==> src/rtl/lru_ts_pkg.sv <==
package lru_ts_pkg;
  // index width that leaves at least one out-of-range code
  function automatic int idx_w(input int n);
    return $clog2(n + 1);
  endfunction
endpackage

==> src/rtl/lru_ts_guard.sv <==
module lru_ts_guard #(
  parameter int SETS  = 4,
  parameter int WAYS  = 3,
  parameter int SET_W = 3,
  parameter int WAY_W = 2
) (
  input  logic             clk,
  input  logic             rst_n,
  input  logic             touch_valid,
  input  logic [SET_W-1:0] touch_set,
  input  logic [WAY_W-1:0] touch_way,
  output logic             wr_en,
  output logic             err_flag
);
  logic in_range;
  logic err_q;

  assign in_range = (touch_set < SET_W'(SETS)) && (touch_way < WAY_W'(WAYS));
  assign wr_en    = touch_valid && in_range;

  always_ff @(posedge clk) begin
    if (!rst_n) begin
      err_q <= 1'b0;
    end else if (touch_valid && !in_range) begin
      err_q <= 1'b1;
    end
  end

  assign err_flag = err_q;
endmodule

==> src/rtl/lru_ts_store.sv <==
module lru_ts_store #(
  parameter int SETS  = 4,
  parameter int WAYS  = 3,
  parameter int TS_W  = 32,
  parameter int SET_W = 3,
  parameter int WAY_W = 2
) (
  input  logic                 clk,
  input  logic                 rst_n,
  input  logic                 wr_en,
  input  logic [SET_W-1:0]     wr_set,
  input  logic [WAY_W-1:0]     wr_way,
  input  logic [TS_W-1:0]      wr_time,
  input  logic [SET_W-1:0]     q_set,
  output logic [WAYS*TS_W-1:0] q_row,
  input  logic [SET_W-1:0]     rd_set,
  input  logic [WAY_W-1:0]     rd_way,
  output logic [TS_W-1:0]      rd_time
);
  logic [TS_W-1:0] mem_q [SETS][WAYS];

  always_ff @(posedge clk) begin
    if (!rst_n) begin
      for (int s = 0; s < SETS; s++) begin
        for (int w = 0; w < WAYS; w++) begin
          mem_q[s][w] <= '0;
        end
      end
    end else begin
      for (int s = 0; s < SETS; s++) begin
        for (int w = 0; w < WAYS; w++) begin
          if (wr_en && wr_set == SET_W'(s) && wr_way == WAY_W'(w)) begin
            mem_q[s][w] <= wr_time;
          end
        end
      end
    end
  end

  // whole row of the queried set; all zero when the set is out of range
  always_comb begin
    q_row = '0;
    for (int s = 0; s < SETS; s++) begin
      if (q_set == SET_W'(s)) begin
        for (int w = 0; w < WAYS; w++) begin
          q_row[w*TS_W +: TS_W] = mem_q[s][w];
        end
      end
    end
  end

  // single-entry readback; zero when either index is out of range
  always_comb begin
    rd_time = '0;
    for (int s = 0; s < SETS; s++) begin
      for (int w = 0; w < WAYS; w++) begin
        if (rd_set == SET_W'(s) && rd_way == WAY_W'(w)) begin
          rd_time = mem_q[s][w];
        end
      end
    end
  end
endmodule

==> src/rtl/lru_ts_minfind.sv <==
module lru_ts_minfind #(
  parameter int WAYS  = 3,
  parameter int TS_W  = 32,
  parameter int WAY_W = 2
) (
  input  logic [WAYS*TS_W-1:0] row,
  output logic [WAY_W-1:0]     victim
);
  logic [TS_W-1:0]  cand_t [WAYS];
  logic [WAY_W-1:0] cand_w [WAYS];

  assign cand_t[0] = row[TS_W-1:0];
  assign cand_w[0] = '0;

  // linear chain: a later way wins only on a strictly smaller time
  for (genvar i = 1; i < WAYS; i++) begin : g_step
    logic take;
    assign take      = row[i*TS_W +: TS_W] < cand_t[i-1];
    assign cand_t[i] = take ? row[i*TS_W +: TS_W] : cand_t[i-1];
    assign cand_w[i] = take ? WAY_W'(i) : cand_w[i-1];
  end

  assign victim = cand_w[WAYS-1];
endmodule

==> src/rtl/lru_ts_victim_sel.sv <==
module lru_ts_victim_sel #(
  parameter int CAP_BYTES  = 768,
  parameter int LINE_BYTES = 64,
  parameter int WAYS       = 3,
  parameter int TS_W       = 32,
  localparam int SETS      = CAP_BYTES / LINE_BYTES / WAYS,
  localparam int SET_W     = lru_ts_pkg::idx_w(SETS),
  localparam int WAY_W     = lru_ts_pkg::idx_w(WAYS)
) (
  input  logic             clk,
  input  logic             rst_n,
  input  logic             touch_valid,
  input  logic [SET_W-1:0] touch_set,
  input  logic [WAY_W-1:0] touch_way,
  input  logic [TS_W-1:0]  touch_time,
  input  logic [SET_W-1:0] query_set,
  output logic [WAY_W-1:0] victim_way,
  input  logic [SET_W-1:0] rd_set,
  input  logic [WAY_W-1:0] rd_way,
  output logic [TS_W-1:0]  rd_time,
  output logic             err_flag
);
  logic                 wr_en;
  logic [WAYS*TS_W-1:0] q_row;

  lru_ts_guard #(
    .SETS(SETS), .WAYS(WAYS), .SET_W(SET_W), .WAY_W(WAY_W)
  ) u_guard (
    .clk(clk), .rst_n(rst_n), .touch_valid(touch_valid),
    .touch_set(touch_set), .touch_way(touch_way),
    .wr_en(wr_en), .err_flag(err_flag)
  );

  lru_ts_store #(
    .SETS(SETS), .WAYS(WAYS), .TS_W(TS_W), .SET_W(SET_W), .WAY_W(WAY_W)
  ) u_store (
    .clk(clk), .rst_n(rst_n), .wr_en(wr_en),
    .wr_set(touch_set), .wr_way(touch_way), .wr_time(touch_time),
    .q_set(query_set), .q_row(q_row),
    .rd_set(rd_set), .rd_way(rd_way), .rd_time(rd_time)
  );

  lru_ts_minfind #(
    .WAYS(WAYS), .TS_W(TS_W), .WAY_W(WAY_W)
  ) u_min (
    .row(q_row), .victim(victim_way)
  );
endmodule

==> config.mk <==
export PLATFORM = sky130hd
export DESIGN_NAME = lru_ts_victim_sel
export DESIGN_NICKNAME = d
export VERILOG_FILES = /design/src/rtl/lru_ts_pkg.sv /design/src/rtl/lru_ts_guard.sv /design/src/rtl/lru_ts_store.sv /design/src/rtl/lru_ts_minfind.sv /design/src/rtl/lru_ts_victim_sel.sv
export SDC_FILE = /design/constraint.sdc
export NUM_CORES = 1
export LEC_CHECK = 0
export ABC_CLOCK_PERIOD_IN_PS = 8300
export BUFFER_PORTS_ARGS = -buffer_cell sky130_fd_sc_hd__buf_2
export CORE_MARGIN = 1
export CORE_UTILIZATION = 30
export DETAILED_ROUTE_END_ITERATION = 12
export PLACE_DENSITY = 0.5
export SYNTH_ARGS = -nofsm -noshare
export SYNTH_HDL_FRONTEND = slang
export SYNTH_SLANG_ARGS = --single-unit
==> constraint.sdc <==
create_clock -name clk -period 8.3 [get_ports clk]
set_input_delay 0.83 -clock clk [delete_from_list [all_inputs] [get_ports clk]]
set_output_delay 0.83 -clock clk [all_outputs]
set_load 0.01 [all_outputs]
==> metrics <==
Clock Skews 0 ns; CTS buffer count 44; slew margin rel. about a tenth; cts repair resizes 0; crit start category input port; worst vdd ir around 0.00012 V; Clock Latency Late Sink 0.57 ns; syn_nets between 1500 and 2000; Core Area 0.06716 mm2; r2r endpoint u_guard.err_flag; PnR worst setup slack 0.8269 ns; met3 global-route usage 3.542%; CP Max Fanout 32; dpl ws 0.7532 ns; mean routed wirelength per cell just under 30 um; Tcrit/Tclk final 90.04%; Area growth syn-to-layout 14.73%; CTS tree built; Post-synth ARST share 0%; routed vias/inst 5.717; chip height 262.5 um; CP arrival 6.64 ns; Post-synth EDFFs 384; first-pass GRT wire length 100700 um; Syn. warnings 0; nets@finish 1640; RSZ-0062 raised after global routing false; H-tree depth 2; worst min path class flop to flop; Crit. Startpoint query_set[0]; Slew Limit Fails 0; DRC Markers 0; Hold-fix buffers, CTS 0; status complete, no violations; static leakage 8.183 nW; floorplan row count 95; Port Buffer Count 82; fillers 6457; DP Area 0.02204 mm2; antenna fix cells 0; Routed Antenna Nets 0; Avg Inst Size Synth 13.97 um2; gr busiest metal met2; Die Width ~260 um; synth top area cells edfxtp_1 (57%), mux4_2 (11%), and2_1 (9.8%), ha_1 (3.8%), mux2i_1 (3.0%); vias after detailed routing 13916; vias in the first global route 14417; DR iter-0 viols 1858; Tot GR Track Use between 20% and 30%; worst reg2reg path depth 2; setup slack, reg-to-reg 7.75 ns; GRT overflow 0; GP Congestion 0.8188; largest net degree at the start of global routing 52; Setup Crit Path Kind input port to primary output; initial antenna violation count 5; IO Count between 80 and 90; Clock Pin Slew Worst Setup and Hold Paths 0.05 ns; Synth top area share 56.65%; Synth Register Bits 385; Core Util, Final 34.78%; post-synth top area cell edfxtp_1; M2 GR Usage 32.11%; CTS Sinks approximately 390; RR Startpoint u_guard.err_flag; met1 Use GR 27.69%; pwr dens ~210 mW/mm2; Setup Viol. Count Final 0; crit path capture victim_way[1]; Cells after Synth 1457; ys flop type edfxtp_1; layout cells sized above 1 20.50%; drt first pass iters 9; number of max-cap violations 0; Mapped Area roughly 0.02 mm2; Slew @ Worst Pin 1.343 ns; Die ar. 0.06890 mm2; Post-synth top cells edfxtp_1 (384), and2_1 (320), mux4_2 (96); Yosys cell types 63; Tot Pwr 4.809 mW; Max Buffers Root-to-Sink 3; post-route setup TNS 0 ns; Starting Density 30.31%; WL final between 70000 and 80000 um; crit end category primary output; crit path time final 7.473 ns; register area share after synthesis 56.75%; post-route cell area 0.02335 mm2; Final Hold Vio Count 0; dpl hpwl 39450 um; CP required about 7.5 ns; Max Clock Freq between 100 and 150 MHz; top-count cell post-synth edfxtp_1; clock root buffer master clkbuf_16; post-CTS setup buffers 0
-- worst max-delay path, cell delays in order --
cell	delay (ns)
buf_6	0.39
buf_4	0.26
mux4_2	0.53
and2_1	0.20
ha_1	0.28
nand2_1	0.06
o21ai_0	0.10
a221oi_1	0.80
o211ai_4	0.19
nor2_8	0.47
buf_4	0.36
mux2i_1	0.12
ha_1	0.32
and4_1	0.25
nand3_1	0.11
or4_1	0.57
a211o_1	0.27
o21ba_1	0.24
a211oi_2	0.09
buf_2	0.16
-- cell type report --
cell class | count | area, um2 | area share [%]
Tap cell | 873 | 1092 | 4.677
Multi-Input combinational cell | 936 | 8459 | 36.22
Timing Repair Buffer | 125 | 792.0 | 3.391
Inverter | 38 | 142.6 | 0.6107
Clock inverter | 22 | 153.9 | 0.6590
Sequential cell | 385 | 11550 | 49.46
Clock buffer | 55 | 1164 | 4.982
-- cells in the final DEF, fill, tap and decap left out, types with 4 or more instances in the layout --
cell	instances
a211oi_1	6
a21o_1	4
a21oi_1	23
a222oi_1	58
a22oi_1	39
and2_1	320
and3_1	4
and4_1	4
buf_12	4
buf_2	80
buf_4	40
clkbuf_1	10
clkbuf_16	45
clkinv_1	11
clkinv_2	6
edfxtp_1	384
ha_1	62
inv_1	37
mux2i_1	60
mux4_2	96
nand2_1	43
nand2b_1	7
nand3_1	41
nand4_1	8
nor2_1	15
nor2_4	10
o2111ai_1	27
o21ai_0	8
o21ai_1	30
o21ai_4	9
or2_2	5
-- worst min path at each step --
stage                     startpoint  cells after the start          endpoint  slack (ns)
floorplan           u_guard.err_flag                      2  u_guard.err_flag        0.50
global placement    u_guard.err_flag                      2  u_guard.err_flag        0.46
detailed placement  u_guard.err_flag                      2  u_guard.err_flag        0.46
CTS                 u_guard.err_flag                      2  u_guard.err_flag        0.49
global route        u_guard.err_flag                      2  u_guard.err_flag        0.52
finish              u_guard.err_flag                      2  u_guard.err_flag        0.48
-- through the flow --
step	cells	hold WS, ns
2_1_floorplan	1457	0.5047
3_3_place_gp	2357	0.4632
3_5_place_dp	2357	0.4646
4_1_cts	2434	0.4897
5_1_grt	2434	0.5166
6_report	2434	0.4784
-- state kept, by name, indices dropped and copies added (netlist names) --
name	cells
u_guard.err_flag	1
u_store.mem_q	384
-- cells by family after synthesis --
kind of cell    Yosys count  synth area share (%)
fa+ha+maj                62                 3.811
compound gates          238                 9.103
flops                   385                 56.75
buf+inv                 136                 2.895
mux                     156                 13.57
simple gates            480                 13.87
-- layer usage --
metal / vias up / wire length [um]
li1: 5892 / -
met1: 7113 / 29640
met2: 756 / 32370
met3: 149 / 6149
met4: 6 / 2204
met5: - / 39
-- report_power, final --
group	internal [mW]	leakage (nW)	switching, mW
sequential	2.26	3.67	0.0680
combinational	0.263	3.88	0.382
clock	1.05	0.636	0.792
Power figures use the tool's default switching activity.
